--- config.mk ---
export PLATFORM = sky130hd
export DESIGN_NAME = oc_alarm_guard
export DESIGN_NICKNAME = d
export VERILOG_FILES = /design/src/rtl/oc_alarm_pkg.sv /design/src/rtl/oc_alarm_datapath.sv /design/src/rtl/oc_alarm_control.sv /design/src/rtl/oc_alarm_guard.sv
export SDC_FILE = /design/constraint.sdc
export NUM_CORES = 1
export LEC_CHECK = 0
export BUFFER_PORTS_ARGS = -buffer_cell sky130_fd_sc_hd__buf_2
export CAP_MARGIN = 5
export CORE_MARGIN = 2
export CORE_UTILIZATION = 45
export CTS_CLUSTER_SIZE = 14
export DETAILED_ROUTE_END_ITERATION = 10
export PLACE_DENSITY_LB_ADDON = 0.08
export SETUP_SLACK_MARGIN = 0.5
export SYNTH_ARGS = -nofsm -noshare
export SYNTH_HDL_FRONTEND = slang
export SYNTH_HIERARCHICAL = 1
export SYNTH_SLANG_ARGS = --single-unit
--- constraint.sdc ---
create_clock -name clk -period 3.67 [get_ports clk]
set_input_delay 0.734 -clock clk [delete_from_list [all_inputs] [get_ports clk]]
set_output_delay 0.734 -clock clk [all_outputs]
set_load 0.02 [all_outputs]
--- src/rtl/oc_alarm_pkg.sv ---
package oc_alarm_pkg;

  // Status decoded by the datapath and handed to the control.
  typedef struct packed {
    logic level;      // synchronized, polarity-corrected alarm
    logic prevLevel;  // level one cycle earlier
    logic rise;       // inactive -> active: one alarm event
    logic fall;       // active -> inactive
    logic quietDone;  // filter window elapsed without an event
    logic holdBusy;   // hold timer still running
  } ocStatus_t;

  // Strobes from the control to the datapath.
  typedef struct packed {
    logic cntInc;
    logic cntClear;
    logic quietRestart;
    logic holdLoad;
  } ocStrobe_t;

endpackage

--- src/rtl/oc_alarm_datapath.sv ---
module oc_alarm_datapath
  import oc_alarm_pkg::*;
#(
  parameter int CNT_W  = 8,
  parameter int FILT_W = 24,
  parameter int HOLD_W = 16,
  parameter int PRE_W  = 8,
  parameter int SYNC_STAGES = 2
) (
  input  logic              clk,
  input  logic              rstN,
  input  logic              alarmIn,
  input  logic              cfgActiveLow,
  input  logic [FILT_W-1:0] cfgFilterCycles,
  input  logic [HOLD_W-1:0] cfgHoldUs,
  input  logic [PRE_W-1:0]  cfgCyclesPerUs,
  input  ocStrobe_t         strobe,
  output ocStatus_t         stat,
  output logic [CNT_W-1:0]  evtCnt
);

  localparam logic [CNT_W-1:0] CNT_MAX = {CNT_W{1'b1}};

  // Synchronizer. The polarity fix sits in front because the config is static.
  logic [SYNC_STAGES-1:0] syncReg;
  logic level;
  logic prevLevel;

  always_ff @(posedge clk or negedge rstN) begin
    if (!rstN) begin
      syncReg <= '0;
    end else begin
      syncReg <= {syncReg[SYNC_STAGES-2:0], alarmIn ^ cfgActiveLow};
    end
  end

  assign level = syncReg[SYNC_STAGES-1];

  always_ff @(posedge clk or negedge rstN) begin
    if (!rstN) prevLevel <= 1'b0;
    else       prevLevel <= level;
  end

  // Event counter, saturating.
  always_ff @(posedge clk or negedge rstN) begin
    if (!rstN) begin
      evtCnt <= '0;
    end else if (strobe.cntClear) begin
      evtCnt <= '0;
    end else if (strobe.cntInc && evtCnt != CNT_MAX) begin
      evtCnt <= evtCnt + 1'b1;
    end
  end

  // Quiet-time filter.
  logic [FILT_W-1:0] quietCnt;
  logic              quietArmed;
  logic              quietDone;

  assign quietDone = quietArmed && (cfgFilterCycles != '0) &&
                     (quietCnt == cfgFilterCycles - 1'b1);

  always_ff @(posedge clk or negedge rstN) begin
    if (!rstN) begin
      quietCnt   <= '0;
      quietArmed <= 1'b0;
    end else if (strobe.quietRestart) begin
      quietCnt   <= '0;
      quietArmed <= 1'b1;
    end else if (quietArmed) begin
      if (quietDone) begin
        quietArmed <= 1'b0;
        quietCnt   <= '0;
      end else begin
        quietCnt <= quietCnt + 1'b1;
      end
    end
  end

  // Microsecond prescaler and hold timer.
  logic [PRE_W-1:0]  preCnt;
  logic [PRE_W-1:0]  preLast;
  logic [HOLD_W-1:0] holdCnt;

  assign preLast = (cfgCyclesPerUs == '0) ? '0 : cfgCyclesPerUs - 1'b1;

  always_ff @(posedge clk or negedge rstN) begin
    if (!rstN) begin
      preCnt  <= '0;
      holdCnt <= '0;
    end else if (strobe.holdLoad) begin
      preCnt  <= '0;
      holdCnt <= cfgHoldUs;
    end else if (holdCnt != '0) begin
      if (preCnt == preLast) begin
        preCnt  <= '0;
        holdCnt <= holdCnt - 1'b1;
      end else begin
        preCnt <= preCnt + 1'b1;
      end
    end
  end

  always_comb begin
    stat.level     = level;
    stat.prevLevel = prevLevel;
    stat.rise      = level & ~prevLevel;
    stat.fall      = ~level & prevLevel;
    stat.quietDone = quietDone;
    stat.holdBusy  = (holdCnt != '0);
  end

endmodule

--- src/rtl/oc_alarm_control.sv ---
module oc_alarm_control
  import oc_alarm_pkg::*;
#(
  parameter int CNT_W = 8
) (
  input  logic             clk,
  input  logic             rstN,
  input  logic             cfgThreshEn,
  input  logic [CNT_W-1:0] cfgThreshold,
  input  logic             irqClear,
  input  ocStatus_t        stat,
  input  logic [CNT_W-1:0] evtCnt,
  output ocStrobe_t        strobe,
  output logic             irqFlag,
  output logic             throttleReq
);

  logic [CNT_W:0] nextCount;
  logic           threshHit;
  logic           irqSet;

  // Threshold 0 is always met, so every event interrupts.
  assign nextCount = {1'b0, evtCnt} + 1'b1;
  assign threshHit = nextCount >= {1'b0, cfgThreshold};
  assign irqSet    = stat.rise && cfgThreshEn && threshHit;

  always_comb begin
    strobe.cntInc       = stat.rise;
    strobe.cntClear     = irqSet || (stat.quietDone && !stat.rise);
    strobe.quietRestart = stat.rise;
    strobe.holdLoad     = stat.fall;
  end

  always_ff @(posedge clk or negedge rstN) begin
    if (!rstN)         irqFlag <= 1'b0;
    else if (irqSet)   irqFlag <= 1'b1;
    else if (irqClear) irqFlag <= 1'b0;
  end

  // prevLevel covers the cycle between the fall and the hold-timer load.
  assign throttleReq = stat.level | stat.prevLevel | stat.holdBusy;

endmodule

--- src/rtl/oc_alarm_guard.sv ---
module oc_alarm_guard
  import oc_alarm_pkg::*;
#(
  parameter int CNT_W  = 8,
  parameter int FILT_W = 24,
  parameter int HOLD_W = 16,
  parameter int PRE_W  = 8
) (
  input  logic              clk,
  input  logic              rstN,
  input  logic              alarmIn,
  input  logic              cfgActiveLow,
  input  logic              cfgThreshEn,
  input  logic [CNT_W-1:0]  cfgThreshold,
  input  logic [FILT_W-1:0] cfgFilterCycles,
  input  logic [HOLD_W-1:0] cfgHoldUs,
  input  logic [PRE_W-1:0]  cfgCyclesPerUs,
  input  logic              irqClear,
  output logic              irqFlag,
  output logic              throttleReq
);

  ocStatus_t        stat;
  ocStrobe_t        strobe;
  logic [CNT_W-1:0] evtCnt;

  oc_alarm_datapath #(
    .CNT_W(CNT_W), .FILT_W(FILT_W), .HOLD_W(HOLD_W), .PRE_W(PRE_W), .SYNC_STAGES(2)
  ) u_dp (
    .clk            (clk),
    .rstN           (rstN),
    .alarmIn        (alarmIn),
    .cfgActiveLow   (cfgActiveLow),
    .cfgFilterCycles(cfgFilterCycles),
    .cfgHoldUs      (cfgHoldUs),
    .cfgCyclesPerUs (cfgCyclesPerUs),
    .strobe         (strobe),
    .stat           (stat),
    .evtCnt         (evtCnt)
  );

  oc_alarm_control #(.CNT_W(CNT_W)) u_ctl (
    .clk         (clk),
    .rstN        (rstN),
    .cfgThreshEn (cfgThreshEn),
    .cfgThreshold(cfgThreshold),
    .irqClear    (irqClear),
    .stat        (stat),
    .evtCnt      (evtCnt),
    .strobe      (strobe),
    .irqFlag     (irqFlag),
    .throttleReq (throttleReq)
  );

endmodule

# Word-level counts from Yosys, hierarchy flattened
# Cells that the tools add are included.
# totals
reg_bits,61
output_inout_bits,2
# op_classes
n_addsub,7
magnitude_cmp,1
n_eq_ne,3
mux,17
bitwise_logic,7
n_reduce_logical,17
# ops
op,count
two-way mux 24 bit,3
two-way mux 16 bit,3
two-way mux 8 bit,6
adder 24 x 1 -> 24 bit (second input constant),1
== test 24 bit,1
nonzero test 24 bit,1
subtractor 24 x 1 -> 24 bit (second input constant),1
adder 8 x 1 -> 8 bit (second input constant),2
nonzero test 16 bit,1
subtractor 16 x 1 -> 16 bit (second input constant),1
nonzero test 2 bit,5
adder 8 x 1 -> 9 bit (second input constant),1
>= comparator 9 x 8 -> 1 bit,1
== test 8 bit,1
zero test 8 bit,1
inequality test 8 bit (second input constant),1
subtractor 8 x 1 -> 8 bit (second input constant),1
logical AND 1 bit,6
two-way mux 1 bit,5
bitwise AND 1 bit,2
NOT 1 bit,2
OR 1 bit,2
AND reduction 2 bit,1
zero test 1 bit,1
2 further kinds,2

# Depth between registers and ports, before layout
# logic_depth
word_depth,6
mapped_depth,14
mapped_depth_nobuf,11

# Hierarchy
# The synthesis kept the hierarchy.
# modules_own_cells
module,instances,cells_each,area_each_um2
oc_alarm_datapath,1,533,4438.0
oc_alarm_control,1,54,385.4

# Worst setup path before layout
# Ideal clock, no wire load.
# synth_timing
path_kind,input-to-reg
startpoint,input port cfgFilterCycles[0]
endpoint,register u_dp.evtCnt[2]
setup_ps,132
arrival_ps,3233
setup_slack_ps,305
stages,14
n_path_buf,3
cell_sequence,inv_1 -> ha_1 -> nor3b_2 -> and4_1 -> clkbuf_1 -> nand4_1 -> a211oi_1 -> o2111ai_1 -> nor3_1 -> buf_4 -> inv_1 -> o221ai_1 -> buf_1 -> nor3_1
# synth_rtl
item,line,source
from (decl),oc_alarm_guard.sv:15,"input logic [FILT_W-1:0] cfgFilterCycles,"
to (signal assigned),oc_alarm_datapath.sv:51,evtCnt <= evtCnt + 1'b1;
to (decl),oc_alarm_datapath.sv:19,output logic [CNT_W-1:0] evtCnt

==> flow_summary.toml <==
[route]
firstDrtPassIters = 5
detailedRoute.firstIterationViolations = 275
routed_wirelength_um = 12200
route.layer.met1.wl_um = 5940
drcViolationCount = 0
routedWlPerCell_um = 15.3
route.top_layer_used = "met4"
met2RoutedLength_um = 5500
dr_wl_met3_um = 560
final_antenna_net_count = 0
routed-via-count = 4624
avgViaCountPerCell = 5.80

[clock_network]
buffers_from_clock_root_to_sink_at_most = 2
tritoncts = "yes"
clkLatencyLatePin_ns = 0.34
cts.sink_count = 61
clkTransAtPathRegs_ns = 0.07
cts_htree_levels = 3
clock-root-buffer = "clkbuf_8"
cts_inserted_buffers = 9

[power]
peakVddDrop_mv = 0.210
pwr_density_cell_mw_per_mm2 = 386
p_leak_nw = 2.30

[synth]
postSynthAreaPerCell_um2 = 8.22
synth.largest_area_cell = "dfrtp_1"
mapped_area_mm2 = 0.00482
ys_async_sr_fraction_pct = 100
synth-warning-count = 6
synth_fp_nets = 665
netlist.area_leader.share_pct = 31.6
synth-edff-count = 0
biggest_area_contributors_in_the_synthesized_netlist = "dfrtp_1 (32%), xnor2_1 (6.5%), xor2_1 (6.5%)"
yosys_register_bits = 61
synth_ff_type = "dfrtp_1"
synth_seq_area_share_pct = 31.6
synth.distinct_cells = 61
syn_inst = 587

[sta]
report.final.setup_viol = 0
slew_violations = 0
final_worst_path_period_need_ns = 3.51
finalHoldWorstSlack_ns = 0.352
setup_repair_after_global_routing_missed_its_margin = "yes"
tightest_slew_margin_relative_to_the_limit_pct = 33.0
finalSetupTns_ns = 0
fin_crit_sh_pct = 95.5
clock_skew_ns = 0.00641
fmaxAchievable_mhz = 285
fin_hold_viols = 0
worst-slew-pin-transition_ns = 1.00

[cells_and_area]
sequential_cell_area_mm2 = 0.00153
areaGrowthSynthToFinish_pct = 16.4
layout.cells.most_common = "buf_2"
mostFrequentLayoutCells = "buf_2 (62), dfrtp_1 (60), nor2_1 (56)"
num_antenna_cells = 0
finish.net_count = 734
fill_cell_count = 1052
drive_above_1_share_pct = 19.4
multiInputGateArea_mm2 = 0.00313
layout.cell_area.non_filler_mm2 = 0.00562

[status]
status = "completed"

[floorplanning]
floorplan.rows = 37
floorplan.die.height_um = 108
floorplan.die.width_um = 108
top_level_ports = 64
core_region_area_mm2 = 0.0104
die_area_mm2 = 0.0116
initial_utilization_pct = 46.5

[worst_setup_path]
timing.critical_path.arrival_ns = 2.77
endpoint_kind = "output port"
critical_path.max_fanout = 5
worst_setup_path_start_kind = "flop"
worstPathRequired_ns = 2.94
critical_path_class = "reg -> out"

[min_path]
hp-class = "reg -> reg"

[placed_design]
placed_area_mm2 = 0.00536
placement.io_buffers = 63
gpl.final_weighted_congestion = 0.861
dp.final_hpwl_um = 9070

[run]
cap_viol_max_count = 0

[grt]
number_of_global_route_vias_before_repair = 4295
grt_use_total_pct = 22.0
pin_count_of_the_biggest_net_entering_global_routing = 46
grt_pass1_wl_um = 20500
grt_remaining_overflow = 0
antenna_found_initial = 0
path summary, 6_finish.rpt:
| path | start | end | slack [ns] | depth (start not counted) |
|---|---|---|---|---|
| worst max register to register | u_dp/holdCnt[8]$_DFFE_PN0P_ | u_dp/holdCnt[13]$_DFFE_PN0P_ | 0.88 | 10 |
| max in group asynchronous | rstN | u_dp/quietCnt[8]$_DFFE_PN0P_ | 2.28 | 2 |
| worst min-delay path | u_dp/syncReg[0]$_DFF_PN0_ | u_dp/syncReg[1]$_DFF_PN0_ | 0.35 | 0 |
| worst min register to register | u_dp/syncReg[0]$_DFF_PN0_ | u_dp/syncReg[1]$_DFF_PN0_ | 0.35 | 0 |
| min in group asynchronous | rstN | u_dp/holdCnt[0]$_DFFE_PN0P_ | 0.56 | 1 |
| worst max-delay path | u_dp/holdCnt[8]$_DFFE_PN0P_ | throttleReq | 0.16 | 7 |
flip-flops by register name, summed over array words and instances, names as in the netlist:
name	cells
u_dp/quietCnt	24
u_dp/holdCnt	16
u_dp/evtCnt	8
u_dp/preCnt	8
u_dp/syncReg	2
u_ctl/irqFlag	1
u_dp/prevLevel	1
u_dp/quietArmed	1
synthesized netlist by cell type (3+ instances only):
master,n
a21oi_1,27
a22oi_1,3
a31oi_1,11
and2_1,7
and3_1,7
and4_1,7
buf_4,6
clkbuf_1,21
dfrtp_1,61
ha_1,16
inv_1,29
mux2i_1,4
nand2_1,41
nand2b_1,4
nand3_1,32
nand4_1,23
nor2_1,57
nor2b_1,10
nor3_1,18
nor3b_1,4
nor4_1,10
o2111ai_1,3
o211ai_1,6
o21ai_0,19
o221ai_1,3
o22ai_1,3
o311ai_0,4
o31a_1,3
o31ai_1,11
or3_1,13
or4_1,15
xnor2_1,36
xor2_1,36
repair_timing:
item | 4_1_cts | 5_1_grt
resized for setup | 7 | 12
endpoints found under the hold margin | 0 | 0
buffers inserted | 3 | 1
pin swaps | 1 | 0
gates cloned | 0 | 0
hold buffers | 0 | 0
setup endpoints to repair | 2 | 41
final cells by class:
type                            count  share of cell area (%)
Clock inverter                      5                   0.490
Sequential cell                    61                    27.2
Inverter                           30                    2.01
Tap cell                          136                    3.03
Clock buffer                       11                    2.34
Multi-Input combinational cell    465                    55.7
Timing Repair Buffer               89                    9.27
worst max-delay path, stage by stage, from the launching register on:
cell     delay [ns]
dfrtp_1        0.41
or4_4          0.53
or4_4          0.46
or3_4          0.37
nor2_4         0.11
inv_2          0.06
or3_4          0.34
buf_4          0.17
per-layer routing:
layer  vias to the layer above  GRT usage [%]
li1                       2283              -
met1                      2210           32.0
met2                       114           34.2
met3                        17           2.06
met4                         0           7.42
met5                         -              0
cells by family (layout without fill, tap and decap cells):
family	after synthesis	after routing	synth area share, %
AND/OR/NAND/NOR	259	259	28.9
AO/OA/AOI/OAI	113	113	15.7
XOR/XNOR	72	72	13.1
flip-flops	61	61	31.6
buffers and inverters	61	135	5.42
adder cells (fa/ha/maj)	16	16	4.15
multiplexers	5	5	1.06
metrics by stage:
step           cells  total power, mW  setup slack [ns]  util (%)
6_report         797             2.17             0.163      54.2
5_1_grt          797             2.36            0.0869      54.2
4_1_cts          796             2.18             0.155      53.7
3_5_place_dp     777             1.66            0.0966      51.6
3_3_place_gp     777             1.64             0.236      51.6
2_1_floorplan    587             1.43             0.485         -
power breakdown:
| group | internal (mW) | leakage (nW) | switching [mW] |
|---|---|---|---|
| Combinational | 0.317 | 1.45 | 0.378 |
| Sequential | 0.787 | 0.769 | 0.185 |
| Clock | 0.240 | 0.0829 | 0.263 |
| Total | 1.34 | 2.30 | 0.826 |
No activity file was read; power rests on OpenSTA's default activity.
